<file path="src/rtl/rx_fifo_pkg.sv">
package rx_fifo_pkg;
  localparam int unsigned DEPTH = 8;
  localparam int unsigned DW    = 8;
  localparam int unsigned PW    = $clog2(DEPTH);
  localparam int unsigned LW    = $clog2(DEPTH) + 1;
endpackage

</file>
<file path="src/rtl/rx_fifo_store.sv">
module rx_fifo_store #(
  parameter int unsigned DEPTH = rx_fifo_pkg::DEPTH,
  parameter int unsigned DW    = rx_fifo_pkg::DW,
  localparam int unsigned PW   = $clog2(DEPTH)
) (
  input  logic          clk_i,
  input  logic          rst_ni,
  input  logic          we_i,
  input  logic [PW-1:0] wa_i,
  input  logic [DW-1:0] wd_i,
  input  logic          re_i,
  input  logic [PW-1:0] ra_i,
  output logic [DW-1:0] rd_o
);
  logic [DW-1:0] mem_q [DEPTH];

  for (genvar g = 0; g < DEPTH; g++) begin : g_slot
    always_ff @(posedge clk_i or negedge rst_ni) begin
      if (!rst_ni)                              mem_q[g] <= '0;
      else if (we_i && wa_i == PW'(g))         mem_q[g] <= wd_i;
    end
  end

  always_ff @(posedge clk_i or negedge rst_ni) begin
    if (!rst_ni)   rd_o <= '0;
    else if (re_i) rd_o <= mem_q[ra_i];
  end


  rd_hold_chk: assert property (@(posedge clk_i) disable iff (!rst_ni)
    !re_i |=> $stable(rd_o));
endmodule

</file>
<file path="src/rtl/rx_fifo_ctrl.sv">
module rx_fifo_ctrl #(
  parameter int unsigned DEPTH = rx_fifo_pkg::DEPTH,
  localparam int unsigned PW   = $clog2(DEPTH),
  localparam int unsigned LW   = $clog2(DEPTH) + 1
) (
  input  logic          clk_i,
  input  logic          rst_ni,
  input  logic          wr_i,
  input  logic          rd_i,
  input  logic          flush_i,
  input  logic          ovf_clr_i,
  input  logic [3:0]    trig_lvl_i,
  output logic          we_o,
  output logic [PW-1:0] wa_o,
  output logic          re_o,
  output logic [PW-1:0] ra_o,
  output logic [LW-1:0] fill_o,
  output logic          rx_irq_o,
  output logic          err_irq_o,
  output logic          ovf_o
);
  logic [PW-1:0] wp_q, rp_q;
  logic [LW-1:0] cnt_q, cnt_d;
  logic full, empty, push, pop, ovr, trig_ok, hit;

  assign full  = (cnt_q == LW'(DEPTH));
  assign empty = (cnt_q == '0);
  assign pop   = rd_i && !empty && !flush_i;
  assign push  = wr_i && !flush_i && (!full || rd_i);
  assign ovr   = wr_i && !flush_i && full && !rd_i;

  always_comb begin
    cnt_d = cnt_q;
    if (push && !pop)      cnt_d = cnt_q + 1'b1;
    else if (pop && !push) cnt_d = cnt_q - 1'b1;
  end

  assign trig_ok = (trig_lvl_i != '0) && ({{(LW > 4 ? LW-4 : 0){1'b0}}, trig_lvl_i} <= LW'(DEPTH));
  assign hit     = push && !pop && trig_ok && (cnt_d == LW'(trig_lvl_i));

  // overrun rewrites the slot written last
  assign we_o = push || ovr;
  assign wa_o = ovr ? wp_q - 1'b1 : wp_q;
  assign re_o = pop;
  assign ra_o = rp_q;

  always_ff @(posedge clk_i or negedge rst_ni) begin
    if (!rst_ni) begin
      wp_q <= '0; rp_q <= '0; cnt_q <= '0;
      rx_irq_o <= 1'b0; err_irq_o <= 1'b0; ovf_o <= 1'b0;
    end else begin
      rx_irq_o  <= hit || ovr;
      err_irq_o <= ovr;
      if (ovr)            ovf_o <= 1'b1;
      else if (ovf_clr_i) ovf_o <= 1'b0;
      if (flush_i) begin
        wp_q <= '0; rp_q <= '0; cnt_q <= '0;
      end else begin
        if (push) wp_q <= wp_q + 1'b1;
        if (pop)  rp_q <= rp_q + 1'b1;
        cnt_q <= cnt_d;
      end
    end
  end

  assign fill_o = cnt_q;


  fill_bound_chk: assert property (@(posedge clk_i) disable iff (!rst_ni)
    cnt_q <= LW'(DEPTH));

  err_pair_chk: assert property (@(posedge clk_i) disable iff (!rst_ni)
    err_irq_o |-> (rx_irq_o && ovf_o && full));

  rw_level_chk: assert property (@(posedge clk_i) disable iff (!rst_ni)
    (wr_i && rd_i && !flush_i && !empty) |=> ($stable(cnt_q) && !rx_irq_o));

  empty_rd_chk: assert property (@(posedge clk_i) disable iff (!rst_ni)
    (rd_i && !wr_i && !flush_i && empty) |=> (cnt_q == '0));

  flush_chk: assert property (@(posedge clk_i) disable iff (!rst_ni)
    (flush_i && !ovf_clr_i) |=> (cnt_q == '0 && ovf_o == $past(ovf_o)));

  ovf_sticky_chk: assert property (@(posedge clk_i) disable iff (!rst_ni)
    (ovf_o && !ovf_clr_i) |=> ovf_o);
endmodule

</file>
<file path="src/rtl/rx_fifo_thr.sv">
module rx_fifo_thr #(
  parameter int unsigned DEPTH = rx_fifo_pkg::DEPTH,
  parameter int unsigned DW    = rx_fifo_pkg::DW,
  localparam int unsigned PW   = $clog2(DEPTH),
  localparam int unsigned LW   = $clog2(DEPTH) + 1
) (
  input  logic          clk_i,
  input  logic          rst_ni,
  input  logic          wr_i,
  input  logic [DW-1:0] wr_data_i,
  input  logic          rd_i,
  output logic [DW-1:0] rd_data_o,
  input  logic          flush_i,
  input  logic          ovf_clr_i,
  input  logic [3:0]    trig_lvl_i,
  output logic [LW-1:0] fill_o,
  output logic          rx_irq_o,
  output logic          err_irq_o,
  output logic          ovf_o
);
  logic          we, re;
  logic [PW-1:0] wa, ra;

  rx_fifo_ctrl #(.DEPTH(DEPTH)) u_ctrl (
    .clk_i(clk_i), .rst_ni(rst_ni), .wr_i(wr_i), .rd_i(rd_i),
    .flush_i(flush_i), .ovf_clr_i(ovf_clr_i), .trig_lvl_i(trig_lvl_i),
    .we_o(we), .wa_o(wa), .re_o(re), .ra_o(ra), .fill_o(fill_o),
    .rx_irq_o(rx_irq_o), .err_irq_o(err_irq_o), .ovf_o(ovf_o)
  );

  rx_fifo_store #(.DEPTH(DEPTH), .DW(DW)) u_store (
    .clk_i(clk_i), .rst_ni(rst_ni), .we_i(we), .wa_i(wa), .wd_i(wr_data_i),
    .re_i(re), .ra_i(ra), .rd_o(rd_data_o)
  );
endmodule

</file>
<file path="config.mk">
export PLATFORM = sky130hd
export DESIGN_NAME = rx_fifo_thr
export DESIGN_NICKNAME = d
export VERILOG_FILES = /design/src/rtl/rx_fifo_pkg.sv /design/src/rtl/rx_fifo_store.sv /design/src/rtl/rx_fifo_ctrl.sv /design/src/rtl/rx_fifo_thr.sv
export SDC_FILE = /design/constraint.sdc
export NUM_CORES = 1
export LEC_CHECK = 0
export ABC_AREA = 1
export BUFFER_PORTS_ARGS = -buffer_cell sky130_fd_sc_hd__buf_2
export CAP_MARGIN = 15
export CORE_MARGIN = 10
export CORE_UTILIZATION = 25
export CTS_CLUSTER_DIAMETER = 60
export DETAILED_ROUTE_END_ITERATION = 10
export SLEW_MARGIN = 30
export SYNTH_ARGS = -nofsm -noshare
export SYNTH_HDL_FRONTEND = slang
export SYNTH_SLANG_ARGS = --single-unit
</file>
<file path="constraint.sdc">
create_clock -name clk_i -period 2.2 [get_ports clk_i]
set_input_delay 0.22 -clock clk_i [delete_from_list [all_inputs] [get_ports clk_i]]
set_output_delay 0.22 -clock clk_i [all_outputs]
set_load 0.005 [all_outputs]
</file>
# Word-level counts from Yosys, hierarchy flattened
# Cells that the tools add are included.
[op_classes]
n_lt_le_gt_ge = 2
n_div = 0
reduce_logical = 34
n_mul = 0
n_bitwise = 1
eq_ne = 9
shifts = 0
mux = 13
add_sub_neg = 5
[ops]
columns = ["cell", "n"]
rows = [
  ["binary-select mux 8 bit (select 3 bit)", 1],
  ["logical AND 1 bit", 19],
  ["2-to-1 mux 8 bit", 2],
  ["2-to-1 mux 3 bit", 5],
  ["equality test 3 bit (second input constant)", 4],
  ["2-to-1 mux 4 bit", 3],
  ["adder 3 x 1 -> 3 bit (second input constant)", 2],
  ["equality test 3 x 2 -> 1 bit (second input constant)", 2],
  ["logical NOT 1 bit", 6],
  ["nonzero test 2 bit", 3],
  ["adder 4 x 1 -> 4 bit (second input constant)", 1],
  ["equality test 4 bit", 1],
  ["equality test 4 bit (second input constant)", 1],
  ["greater-or-equal comparator 4 bit (second input constant)", 1],
  ["<= comparator 4 bit (second input constant)", 1],
  ["logical NOT 4 bit", 1],
  ["inverter 3 -> 4 bit", 1],
  ["nonzero test 4 bit", 1],
  ["subtractor 4 x 1 -> 4 bit (second input constant)", 1],
  ["equality test 3 x 1 -> 1 bit (second input constant)", 1],
  ["logical NOT 3 bit", 1],
  ["logical OR 1 bit", 3],
  ["subtractor 3 x 1 -> 3 bit (second input constant)", 1],
  ["2-to-1 mux 1 bit", 2],
]
[totals]
romBits = 0
output_inout_bits = 15
ram_bits = 0
regBits = 85
latchBits = 0
mem_count = 0
word_cells = 79

# Longest topological paths before layout
[depth]
depth_word = 11
mapped_depth = 15
depth_no_buf = 15

# Hierarchy
# From an unflattened synthesis, not the netlist that was laid out.
[unflattened]
hier_cells = 591
area_unflattened_um2 = 4486.8
[modules_own_cells]
columns = ["mod", "n_inst", "area_per_inst_um2", "cells_per_inst", "seq_area_each_um2"]
rows = [
  ["rx_fifo_store", 1, 3398.3, 441, 1801.7],
  ["rx_fifo_ctrl", 1, 1088.5, 150, 325.3],
]

# Worst setup path after synthesis
# OpenSTA, ideal clock, no wires.
[synth_path]
kind = "register to register"
startpoint = "reg u_ctrl.cnt_q[0] (netlist: u_ctrl.fill_o[0])"
endpoint = "reg u_store.mem_q[54] (netlist name)"
t_required_ns = 2.075
period_less_slack_ns = 2.096
stages_incl_launch_ff = 15
path_buffers = 1
arrival_ns = 1.971
setup_ns = 0.125
path_slack_ns = 0.104
path_cell_list = "dfrtp_1 -> inv_1 -> ha_1 -> nand2_1 -> inv_1 -> nand2_2 -> nor2_8 -> nand2_4 -> xor2_4 -> inv_2 -> nor2_4 -> nand2_4 -> buf_6 -> nand2_1 -> o21ai_2"
[synth_via]
elab_chain_len = 6
[synth_lines]
columns = ["item", "line", "rtl"]
rows = [
  ["start, declared", "rx_fifo_ctrl.sv:23", "logic [LW-1:0] cnt_q, cnt_d;"],
  ["start signal, assigned", "rx_fifo_ctrl.sv:61", "cnt_q <= cnt_d;"],
  ["equality test 4 bit *", "rx_fifo_ctrl.sv:26", "assign full = (cnt_q == LW'(DEPTH));"],
  ["logical AND 1 bit * (2 in series)", "rx_fifo_ctrl.sv:30", "assign ovr = wr_i && !flush_i && full && !rd_i;"],
  ["named net u_ctrl.ovr", "rx_fifo_ctrl.sv:24", "logic full, empty, push, pop, ovr, trig_ok, hit;"],
  ["2-to-1 mux 3 bit", "rx_fifo_ctrl.sv:43", "assign wa_o = ovr ? wp_q - 1'b1 : wp_q;"],
  ["equality test 3 x 1 -> 1 bit", "rx_fifo_store.sv:20", "else if (we_i && wa_i == PW'(g)) mem_q[g] <= wd_i;"],
  ["logical AND 1 bit *", "rx_fifo_store.sv:20", ""],
  ["end signal, assigned by index", "rx_fifo_store.sv:20", ""],
  ["end, declared", "rx_fifo_store.sv:15", "logic [DW-1:0] mem_q [DEPTH];"],
]
# Mark *: on every way through the listed nets, which the timed path passes. The rest lies on a longest branch.
# A chain may end at the register's enable or synchronous reset.

# Final worst setup path
[layout_path]
startpoint = "reg u_ctrl.cnt_q[0] (netlist: u_ctrl.fill_o[0])"
endpoint = "reg u_store.mem_q[16] (netlist name)"
[layout_via]
elab_chain_len = 6
[layout_lines]
columns = ["item", "line"]
rows = [
  ["equality test 4 bit *", "rx_fifo_ctrl.sv:26"],
  ["logical AND 1 bit * (2 in series)", "rx_fifo_ctrl.sv:30"],
  ["named net u_ctrl.ovr", "rx_fifo_ctrl.sv:24"],
  ["2-to-1 mux 3 bit", "rx_fifo_ctrl.sv:43"],
  ["equality test 3 bit", "rx_fifo_store.sv:20"],
  ["logical AND 1 bit *", "rx_fifo_store.sv:20"],
]
# Marks and branches as above.

==> impl_metrics.tcl <==
set metrics [dict create \
    ys.warnings.count 0 \
    clock_tree_from_tritoncts "built" \
    grt_pass1_wl_um 17300 \
    initial_core_utilization_pct 25.3 \
    setup_violation_total_in_the_final_timing_report 0 \
    ctsLongestPathBuffers 2 \
    synthesis.nets 508 \
    synth.cell_area_sq_um 4330 \
    critPathArrivalTime_ps 2260 \
    n_fill_cell 1863 \
    maxCapViolCount 0 \
    worst_skew_ps 9.58 \
    cts_max_level 3 \
    routedWlPerCell_um 13.7 \
    timing_max_transition_violations_final 0 \
    power.ir.vdd_worst_v 0.000476 \
    rr_endpoint "u_store.mem_q[16]" \
    routed_via_density 4.41 \
    synth_top_area_cell "sky130_fd_sc_hd__dfrtp_1" \
    placementRows 48 \
    place.gp.congestion 0.801 \
    post_cts_buffers 0 \
    fmax_ghz 0.492 \
    grt_setup_unrepaired "true" \
    async_reset_ff_share_pct 100 \
    cts_clk_pin_slew_worst_paths_ps 70 \
    path_class "reg2reg" \
    io_buffers 32 \
    power-per-cell-area_nw_per_um2 1010 \
    die-area_sq_um 23000 \
    clkSinkCount 85 \
    min_to "u_ctrl.ovf_o" \
    timing.hold.ws_ps 71.8 \
    drc 0 \
    result_of_the_run "complete, no violations" \
    cts_buffers 9 \
    clock_tree.root_cell "sky130_fd_sc_hd__clkbuf_16" \
    clk_lat_worst_skew_ps 350 \
    drt_first_pass_iters 4 \
    placeableCoreArea_sq_um 17100 \
    antenna_cells 0 \
    timing.slew.headroom_pct 60.9 \
    antenna_left 0 \
    num-nets-final 550 \
    regToRegSetupSlack_ps 170 \
    p_leak_nw 2.49 \
    netlist-cell-type-count 36 \
    final_layout_size_suffix_gt1_share_pct 21.2 \
    ioPinCount 33 \
    final_cell_area_sq_um 5110 \
    area_growth_syn_to_layout_pct 18.3 \
    netlist_top_cells_area "sky130_fd_sc_hd__dfrtp_1, sky130_fd_sc_hd__nand2_1, sky130_fd_sc_hd__o21ai_1" \
    beginning_of_the_worst_register_to_register_path "u_ctrl.fill_o[0]" \
    cp_data_required_time_ps 2430 \
    detail_route.iter0.violations 283 \
    ff2ff_path_depth 12 \
    worstHoldPathType "in2reg" \
    final_sum_of_negative_setup_slack_ps 0 \
    wirelength_um 10400 \
    syn-instance-count 485 \
    post-synth-top-area-fraction_pct 49.2 \
    endpoint_kind "register" \
    postSynthRegisterBits 85 \
    holdCritStartpoint "ovf_clr_i" \
    critical_path_peak_fanout 16 \
    congestion_overflow_gr 0 \
    postPlaceCellArea_sq_um 4790 \
    seq_area_frac_synth_pct 49.2 \
    postSynth.topFlopCell "sky130_fd_sc_hd__dfrtp_1" \
    post_synth_edffs 0 \
    fp.dieW_um 152 \
    count_of_endpoints_failing_hold_in_the_final_timing_report 0 \
    crit_start "u_ctrl.fill_o[0]" \
    floorplan.die.height_um 152 \
    post-dp-hpwl_um 6970 \
    totalPowerFinal_mw 5.16 \
    vias_in_the_first_global_route 3255 \
    holdPathStages 2 \
    worst_setup_sp_type "register" \
    worst_slew_pin_slew_ps 583 \
    final.min_clock_period_ps 2030 \
    antenna_violations_before_repair 0 \
    vias 3338 \
    globalRouteTotalUtil_pct 9.57 \
    synth_area_per_cell_sq_um 8.92 \
    grt_start_max_net_pins 54 \
    fin_crit_sh_pct 92.4 \
]
-- flip-flops by register name, summed over array words and instances, names as in the netlist --
name,count
u_ctrl.err_irq_o,1
u_ctrl.fill_o,4
u_ctrl.ovf_o,1
u_ctrl.ra_o,3
u_ctrl.rx_irq_o,1
u_ctrl.wp_q,3
u_store.mem_q,64
u_store.rd_o,8
-- synth_stat cells (2+ instances only) --
library cell / count
sky130_fd_sc_hd__ha_1: 5
sky130_fd_sc_hd__xnor2_1: 2
sky130_fd_sc_hd__o21ai_2: 19
sky130_fd_sc_hd__buf_6: 9
sky130_fd_sc_hd__inv_1: 32
sky130_fd_sc_hd__mux2i_1: 8
sky130_fd_sc_hd__o21ai_1: 46
sky130_fd_sc_hd__o21ai_0: 21
sky130_fd_sc_hd__xor2_1: 3
sky130_fd_sc_hd__nand2_2: 4
sky130_fd_sc_hd__dfrtp_1: 85
sky130_fd_sc_hd__buf_2: 2
sky130_fd_sc_hd__nand3b_1: 2
sky130_fd_sc_hd__nand2_1: 120
sky130_fd_sc_hd__o211ai_1: 8
sky130_fd_sc_hd__nand3_2: 2
sky130_fd_sc_hd__inv_2: 4
sky130_fd_sc_hd__nor2_4: 5
sky130_fd_sc_hd__nand2_4: 4
sky130_fd_sc_hd__nand3_1: 21
sky130_fd_sc_hd__clkbuf_1: 9
sky130_fd_sc_hd__a21oi_1: 5
sky130_fd_sc_hd__o32ai_1: 8
sky130_fd_sc_hd__o221ai_1: 8
sky130_fd_sc_hd__nor2_1: 42
-- stage by stage --
step / setup slack, ps / std cells / utilization, %
after global placement: 198 / 740 / 28.0
final: 167 / 757 / 29.9
after CTS: 161 / 757 / 29.9
after floorplan: 104 / 485 / -
after detailed placement: 173 / 740 / 28.0
after global routing: -32.8 / 757 / 29.9
-- what timing repair did --
| action | 4_1_cts | 5_1_grt |
|---|---|---|
| endpoints found under the hold margin | 32 | 0 |
| hold buffers | 1 | 0 |
| resized for setup | 0 | 1 |
| endpoints found under the setup margin | 0 | 6 |
-- cells by family after synthesis --
logic type / count (synthesis) / share of synthesized area [%]
flip-flops: 85 / 49.2
adder cells (fa/ha/maj): 5 / 1.45
AND/OR/NAND/NOR: 203 / 21.3
multiplexers: 8 / 1.85
buffers and inverters: 59 / 6.83
AO/OA/AOI/OAI: 118 / 17.4
XOR/XNOR: 7 / 2.03
-- cell type report --
class / count / area, sq um / area share, %
Sequential cell: 85 / 2130 / 41.6
Clock buffer: 11 / 253 / 4.94
Inverter: 37 / 139 / 2.72
Tap cell: 225 / 282 / 5.50
Clock inverter: 5 / 61.3 / 1.20
Timing Repair Buffer: 53 / 348 / 6.80
Multi-Input combinational cell: 341 / 1910 / 37.3
-- cell usage in the layout (no fill, tap or decap), drive strengths merged --
cell type and n:
nand2 129, o21ai 86, dfrtp 85, buf 52
nor2 49, inv 39, nand3 23, clkbuf 11
o32ai 8, mux2i 8, o221ai 8, o211ai 8
a21oi 6, ha 5, xor2 5, nand3b 2
xnor2 2, clkinv 2, o2111ai 1, o21a 1
bufinv 1, dlygate4sd3 1
-- routing by layer --
metal  vias up  wire, um  GRT usage, %  part of all wire [%]
li1       1696         -             -                     -
met1      1564      5120          13.2                    49
met2        73      4510          14.1                    43
met3         5       700          2.76                   6.7
met4         0        68          2.91                  0.65
met5         -         0             0                     0
-- worst max-delay path by stage --
stage	endpoint	slack, ps
2_1_floorplan	u_store.mem_q[54]	100
3_3_place_gp	u_ctrl.rx_irq_o	200
3_5_place_dp	u_store.mem_q[26]	170
4_1_cts	u_store.mem_q[16]	160
5_1_grt	u_store.mem_q[30]	-30
6_report	u_store.mem_q[16]	170
-- worst max-delay path, cell delays in order, from the launching register on --
cell and delay (ps):
sky130_fd_sc_hd__dfrtp_1 380, sky130_fd_sc_hd__inv_1 80, sky130_fd_sc_hd__ha_1 160, sky130_fd_sc_hd__nand2_1 50, sky130_fd_sc_hd__inv_1 90, sky130_fd_sc_hd__nand2_2 100
sky130_fd_sc_hd__nor2_8 160, sky130_fd_sc_hd__nand2_4 80, sky130_fd_sc_hd__xor2_4 170, sky130_fd_sc_hd__nor2_2 170, sky130_fd_sc_hd__nand2_2 270, sky130_fd_sc_hd__nand2_1 140
sky130_fd_sc_hd__o21ai_1 70
-- power breakdown --
part	leakage [nW]	switching, mW	internal, mW
clock network	0.157	0.657	0.953
registers	1.13	0.213	1.93
logic	1.20	0.810	0.597
total	2.49	1.68	3.48
Power figures use the tool's default switching activity.
